<file path="src/rtl/drain_pkg.sv">
package drain_pkg;
    // Read-issue policy of the drain controller
    typedef enum logic {
        DRAIN_BASIC = 1'b0,   // at most one read every other cycle
        DRAIN_FULL  = 1'b1    // back-to-back reads while more than one word held
    } drain_mode_e;
endpackage

</file>
<file path="src/rtl/drain_read_rule.sv">
// Combinational read-issue rule; the mode parameter picks the variant.
module drain_read_rule
    import drain_pkg::*;
#(
    parameter drain_mode_e MODE = DRAIN_FULL
) (
    input  logic ready_i,
    input  logic empty_i,
    input  logic almost_empty_i,
    input  logic rd_now_i,      // read strobe present in this cycle
    input  logic room_i,        // word limit not yet consumed
    output logic issue_o
);
    logic feedback_ok;

    generate
        if (MODE == DRAIN_FULL) begin : g_full
            // a read in flight is tolerated only if a second word is held
            assign feedback_ok = !rd_now_i || !almost_empty_i;
        end else begin : g_basic
            assign feedback_ok = !rd_now_i;
        end
    endgenerate

    assign issue_o = ready_i && !empty_i && room_i && feedback_ok;
endmodule

</file>
<file path="src/rtl/drain_word_count.sv">
// Counts issued reads, reports remaining room and the sticky done flag.
module drain_word_count #(
    parameter int LIMIT = 1024,
    parameter int CW    = $clog2(LIMIT + 1)
) (
    input  logic          clk,
    input  logic          rst,
    input  logic          rd_now_i,
    output logic [CW-1:0] count_o,
    output logic          room_o,
    output logic          done_o
);
    localparam logic [CW:0] LIMIT_W = (CW + 1)'(LIMIT);

    typedef struct packed {
        logic [CW-1:0] cnt;
        logic          done;
    } cnt_state_t;

    cnt_state_t st_d, st_q;
    logic [CW:0] committed;

    always_comb begin
        st_d = st_q;
        if (rd_now_i) begin
            st_d.cnt = st_q.cnt + 1'b1;
        end
        if ({1'b0, st_d.cnt} == LIMIT_W) begin
            st_d.done = 1'b1;
        end
        if (rst) begin
            st_d = '0;
        end
    end

    always_ff @(posedge clk) begin
        st_q <= st_d;
    end

    // words already counted plus the one in flight must leave room
    assign committed = {1'b0, st_q.cnt} + {{CW{1'b0}}, rd_now_i};
    assign room_o    = committed < LIMIT_W;
    assign count_o   = st_q.cnt;
    assign done_o    = st_q.done;
endmodule

</file>
<file path="src/rtl/fifo_drain_ctrl.sv">
module fifo_drain_ctrl
    import drain_pkg::*;
#(
    parameter int          WORD_LIMIT = 1024,
    parameter drain_mode_e MODE       = DRAIN_FULL,
    localparam int         CW         = $clog2(WORD_LIMIT + 1)
) (
    input  logic          clk,
    input  logic          rst,
    input  logic          consumer_ready,
    input  logic          fifo_empty,
    input  logic          fifo_almost_empty,
    output logic          fifo_rd_en,
    output logic          data_valid,
    output logic [CW-1:0] word_count,
    output logic          done
);
    typedef struct packed {
        logic rd;
        logic dv;
    } strobe_t;

    strobe_t st_d, st_q;
    logic    issue;
    logic    room;

    drain_read_rule #(.MODE(MODE)) u_rule (
        .ready_i        (consumer_ready),
        .empty_i        (fifo_empty),
        .almost_empty_i (fifo_almost_empty),
        .rd_now_i       (st_q.rd),
        .room_i         (room),
        .issue_o        (issue)
    );

    drain_word_count #(.LIMIT(WORD_LIMIT), .CW(CW)) u_count (
        .clk      (clk),
        .rst      (rst),
        .rd_now_i (st_q.rd),
        .count_o  (word_count),
        .room_o   (room),
        .done_o   (done)
    );

    always_comb begin
        st_d.rd = issue;
        st_d.dv = st_q.rd;    // FIFO output is valid one cycle after the read
        if (rst) begin
            st_d = '0;
        end
    end

    always_ff @(posedge clk) begin
        st_q <= st_d;
    end

    assign fifo_rd_en = st_q.rd;
    assign data_valid = st_q.dv;
endmodule

</file>
<file path="config.mk">
export PLATFORM = sky130hd
export DESIGN_NAME = fifo_drain_ctrl
export DESIGN_NICKNAME = d
export VERILOG_FILES = /design/src/rtl/drain_pkg.sv /design/src/rtl/drain_read_rule.sv /design/src/rtl/drain_word_count.sv /design/src/rtl/fifo_drain_ctrl.sv
export SDC_FILE = /design/constraint.sdc
export NUM_CORES = 1
export LEC_CHECK = 0
export BUFFER_PORTS_ARGS = -buffer_cell sky130_fd_sc_hd__buf_2
export CORE_UTILIZATION = 45
export DETAILED_ROUTE_END_ITERATION = 7
export PLACE_DENSITY = 0.7
export RECOVER_POWER = 100
export SLEW_MARGIN = 20
export SYNTH_ARGS = -nofsm -noshare
export SYNTH_HDL_FRONTEND = slang
export SYNTH_SLANG_ARGS = --single-unit
</file>
<file path="constraint.sdc">
create_clock -name clk -period 5.6 [get_ports clk]
set_clock_uncertainty 0.15 [all_clocks]
set_input_delay 0.56 -clock clk [delete_from_list [all_inputs] [get_ports clk]]
set_output_delay 0.56 -clock clk [all_outputs]
set_load 0.02 [all_outputs]
</file>
Word level (Yosys, flattened, before mapping):

Cells that the tools add are included.

* logic and storage cells: 16
* bits in registers: 14
* input bits: 5
* output and inout bits: 14

* equal/unequal tests: 1
* add/sub/neg operators: 2
* reduce and logical (&&, ||, !) cells: 7
* muxes and demuxes: 1
* $lt $le $gt $ge: 1

Operators with widths (count)
* 11-bit by 1-bit adder with 12-bit output: 1
* 12-bit by 11-bit < comparator with 1-bit output (second input constant): 1
* 11-bit by 1-bit adder with 11-bit output (second input constant): 1
* 11-bit == test (second input constant): 1
* 11-bit two-way mux: 1
* 1-bit logical AND: 3
* 1-bit zero test: 3
* 1-bit logical OR: 1

Longest topological paths before layout:

* depth after elaboration: 4
* depth in mapped cells: 7
* gate-level depth less buffers: 6

By module:

Synthesis repeated with hierarchy kept, for this count alone.

* cells, all modules: 83
* area, all modules: 723.2 µm²

Modules (own cells, without submodules)
* drain_word_count: times used 1, area each 654.4 µm², cells each 77, sequential area each 240.2 µm²
* fifo_drain_ctrl: times used 1, area each 52.6 µm², cells each 4, sequential area each 40.0 µm²
* drain_read_rule: times used 1, area each 16.3 µm², cells each 2, sequential area each 0.0 µm²

Least setup slack after synthesis:

OpenSTA, ideal clock, no wires.

* path type: register -> register
* from: register u_count.st_q, in the netlist u_count.count_o[1]
* to: register u_count.st_q, in the netlist u_count.done_o
* buffers on the path: 0
* clock period less this slack: 2.047 ns
* stages on the path, launching flop included: 7
* setup time: 0.117 ns
* arrival time: 1.780 ns
* path slack: 3.553 ns
* data required time: 5.333 ns
* cell sequence: dfxtp_1 > ha_1 > nand4_1 > nor3_1 > or3_1 > a21oi_2 > a32o_2

* longest elaborated chain between the ends: 3

Ends and longest elaborated chain
* start: declaration: RTL line drain_word_count.sv:20 `cnt_state_t st_d, st_q;`
* start signal: assignment: RTL line drain_word_count.sv:37 `st_q <= st_d;`
* 11-bit by 1-bit adder with 11-bit output: RTL line drain_word_count.sv:26 `st_d.cnt = st_q.cnt + 1'b1;`
* 11-bit two-way mux *: RTL line drain_word_count.sv:25 `if (rd_now_i) begin`
* 11-bit == test *: RTL line drain_word_count.sv:28 `if ({1'b0, st_d.cnt} == LIMIT_W) begin`

Mark *: on every way between the ends. The rest lies on a longest branch, timed or not.
A chain may end at the register's enable or synchronous reset.

Final worst setup path:

Ends and elaborated chain as after synthesis.

==> flow_metrics.tcl <==
set metrics [dict create \
    crit_fanout 7 \
    ys_types 29 \
    synth_nets 91 \
    grtUsageTotal_pct 18.4 \
    cp-start-kind "flip-flop" \
    crit_family "simple AND/OR/NAND/NOR gates" \
    viasPerCell 5.67 \
    holdCritStartpoint "fifo_almost_empty" \
    insertion_delay_ps 280 \
    design_power_total_uw 184 \
    cts.sinks 14 \
    grt_start_max_net_pins 15 \
    dpl.hpwl_um 1050 \
    rows 14 \
    port_buffers 18 \
    finalNetCount 110 \
    synth_largest_area_cell "dfxtp_1" \
    arrival_ps 2140 \
    drc_errors 0 \
    nFillCells 154 \
    final_area_sq_um 813 \
    synthTopCellsByArea "dfxtp_1 39%, xnor2_1 6.1%, nor2_1 5.7%, xor2_1 4.8%, nand2_1 3.6%" \
    fmax_ghz 0.474 \
    cts_resized 0 \
    grt_pass1_wl_um 2420 \
    via_count 669 \
    diodes 0 \
    ys_seq_area_share_pct 38.8 \
    r2r_setup_slack_ps 3490 \
    grt-ovfl-total 0 \
    cts_inserted_buffers 3 \
    cts_tree "yes" \
    wl_per_cell_um 12.6 \
    fin_util_pct 54.0 \
    crit_buf_inv 0 \
    syn_area_sq_um 723 \
    min_period_ps 2110 \
    cts_max_level 1 \
    ys.flop_type "dfxtp_1" \
    tightest_slew_ps 575 \
    status "finished, final reports clean" \
    drt_wl_total_um 1480 \
    finalHoldViolCount 0 \
    firstDrtPassIters 4 \
    drt-initial-drc-count 28 \
    path_clk_slew_ps 80 \
    hold_ws_ps 303 \
    die_x_um 42.1 \
    p_leak_nw 0.296 \
    yosys_warnings 0 \
    syn_to_final_growth_pct 12.5 \
    critPathMaxStageDelay_ps 450 \
    core_area_sq_um 1510 \
    yosysMostFrequentCell "dfxtp_1" \
    worstHoldPathCells 2 \
    end_kind "flip-flop" \
    slew_viol_final 0 \
    tns_ps 0 \
    peakVddDrop_mv 0.145 \
    synthCells 84 \
    dpl-instance-area_sq_um 802 \
    relSlewSlack_pct 61.7 \
    syn_avg_cell_area_sq_um 8.61 \
    root_buffer "clkbuf_4" \
    rsz0062_at_grt "false" \
    reg2reg_depth 6 \
    ys_ff_latch 14 \
    io_pins 19 \
    clk_path_buf_depth 2 \
    die-area_sq_um 1770 \
    detail-route-antenna-nets 0 \
    cts_setup_buffers 0 \
    async_reset_ff_share_pct 0 \
    antenna_found_initial 0 \
    r2r-end "u_count.done_o$_SDFFE_PP0N_" \
    timing.final.crit_share_pct 37.7 \
    timing.hold.worst_endpoint "fifo_rd_en$_SDFF_PP0_" \
    setup_viol 0 \
    path_cells "ha_1 > nand4_1 > nor3_1 > or3_1 > a21oi_1 > a32o_2" \
    cts_hold_buf 0 \
    max-cap-violations 0 \
    grt_pass1_vias 560 \
    hp-class "in2reg" \
    start_util_pct 48.0 \
    synth_top_area_share_pct 38.8 \
    chipHeight_um 42.1 \
    routabilityCongestion 0.894 \
    synth_commonest_cells "14 x dfxtp_1, 11 x nor2_1, 7 x nand2_1, 5 x nor3_1, 5 x xnor2_1" \
    r2r_start "u_count.count_o[1]$_SDFF_PP0_" \
    drive_above_1_share_pct 8.82 \
    crit_type "reg2reg" \
    synth_edf_count 0 \
    worstPathRequired_ps 5630 \
    power.density_nw_per_um2 226 \
    crit_slowest_cell "nor3_1" \
]
## metrics by stage
step                cells  worst slack [ps]
global placement      114              3620
global route          118              3330
detailed placement    114              3530
floorplan              84              3550
finish                118              3490
CTS                   118              3510
## routing by layer
layer	global-route usage (%)	share of wire [%]	routed length [um]
met2	27.2	45	664
met5	0	0	0
met1	23.8	46	686
met4	11.9	1.2	18
met3	4.31	7.6	113
## final cells by class
type,instances,area [sq um],area share (%)
multi-input cells,63,394,48.5
flip-flops and latches,14,280,34.5
repair buffers,18,71.3,8.77
clock buffers,4,36.3,4.46
well taps,16,20.0,2.46
inverters,3,11.3,1.38
## cells by family (layout without fill, tap and decap cells)
| kind of cell | Yosys count | count (layout) | share of synthesized area, % |
|---|---|---|---|
| DFF | 14 | 14 | 38.8 |
| xor gates and xnor gates | 9 | 9 | 10.9 |
| adders and majority gates | 2 | 2 | 3.46 |
| buffers and inverters | 7 | 25 | 5.88 |
| muxes | 1 | 1 | 1.38 |
| AOI/OAI and AO/OA | 11 | 11 | 10.9 |
| and+or+nand+nor | 40 | 40 | 28.7 |
## worst reg2reg max path, cell delays in order (launching register included)
cell and delay, ps:
dfxtp_1 430, ha_1 240, nand4_1 260, nor3_1 450, or3_1 170, a21oi_1 60
a32o_2 250
## layout by cell type (no fill, tap or decap)
master,instances
nand2_1,7
mux2i_1,1
a32o_2,1
xor2_1,4
o21ai_0,2
nor4_1,1
clkbuf_4,3
buf_2,3
nor2b_1,2
a211oi_1,1
a31oi_1,2
a211o_1,1
nand3_1,3
or2b_1,1
ha_1,2
nor2_1,11
clkbuf_1,15
or4b_2,1
and4_1,1
xnor2_1,5
nand4_1,4
clkbuf_8,1
nor3_1,5
or3_1,2
a21oi_1,2
o31ai_1,2
or4_1,2
inv_1,3
dfxtp_1,14
## how the worst max path moves through the flow
stage,from,to,slack [ps],cells after the start
2_1_floorplan,u_count.count_o[1]$_SDFF_PP0_,u_count.done_o$_SDFFE_PP0N_,3550,6
3_3_place_gp,u_count.count_o[1]$_SDFF_PP0_,u_count.done_o$_SDFFE_PP0N_,3620,6
3_5_place_dp,u_count.count_o[1]$_SDFF_PP0_,u_count.done_o$_SDFFE_PP0N_,3530,6
4_1_cts,u_count.count_o[1]$_SDFF_PP0_,u_count.done_o$_SDFFE_PP0N_,3510,6
5_1_grt,u_count.count_o[1]$_SDFF_PP0_,u_count.done_o$_SDFFE_PP0N_,3330,6
6_report,u_count.count_o[1]$_SDFF_PP0_,u_count.done_o$_SDFFE_PP0N_,3490,6
## flip-flops by register name (all words and copies together), names as in the netlist
name / flops
u_count.count_o: 11
u_count.done_o: 1
fifo_rd_en: 1
data_valid: 1
## power by group
group          internal (mW)  switching (mW)
sequential             0.100         0.00165
clock                 0.0396          0.0331
combinational        0.00398         0.00519
total                  0.144          0.0400
No activity file was read; power rests on OpenSTA's default activity.
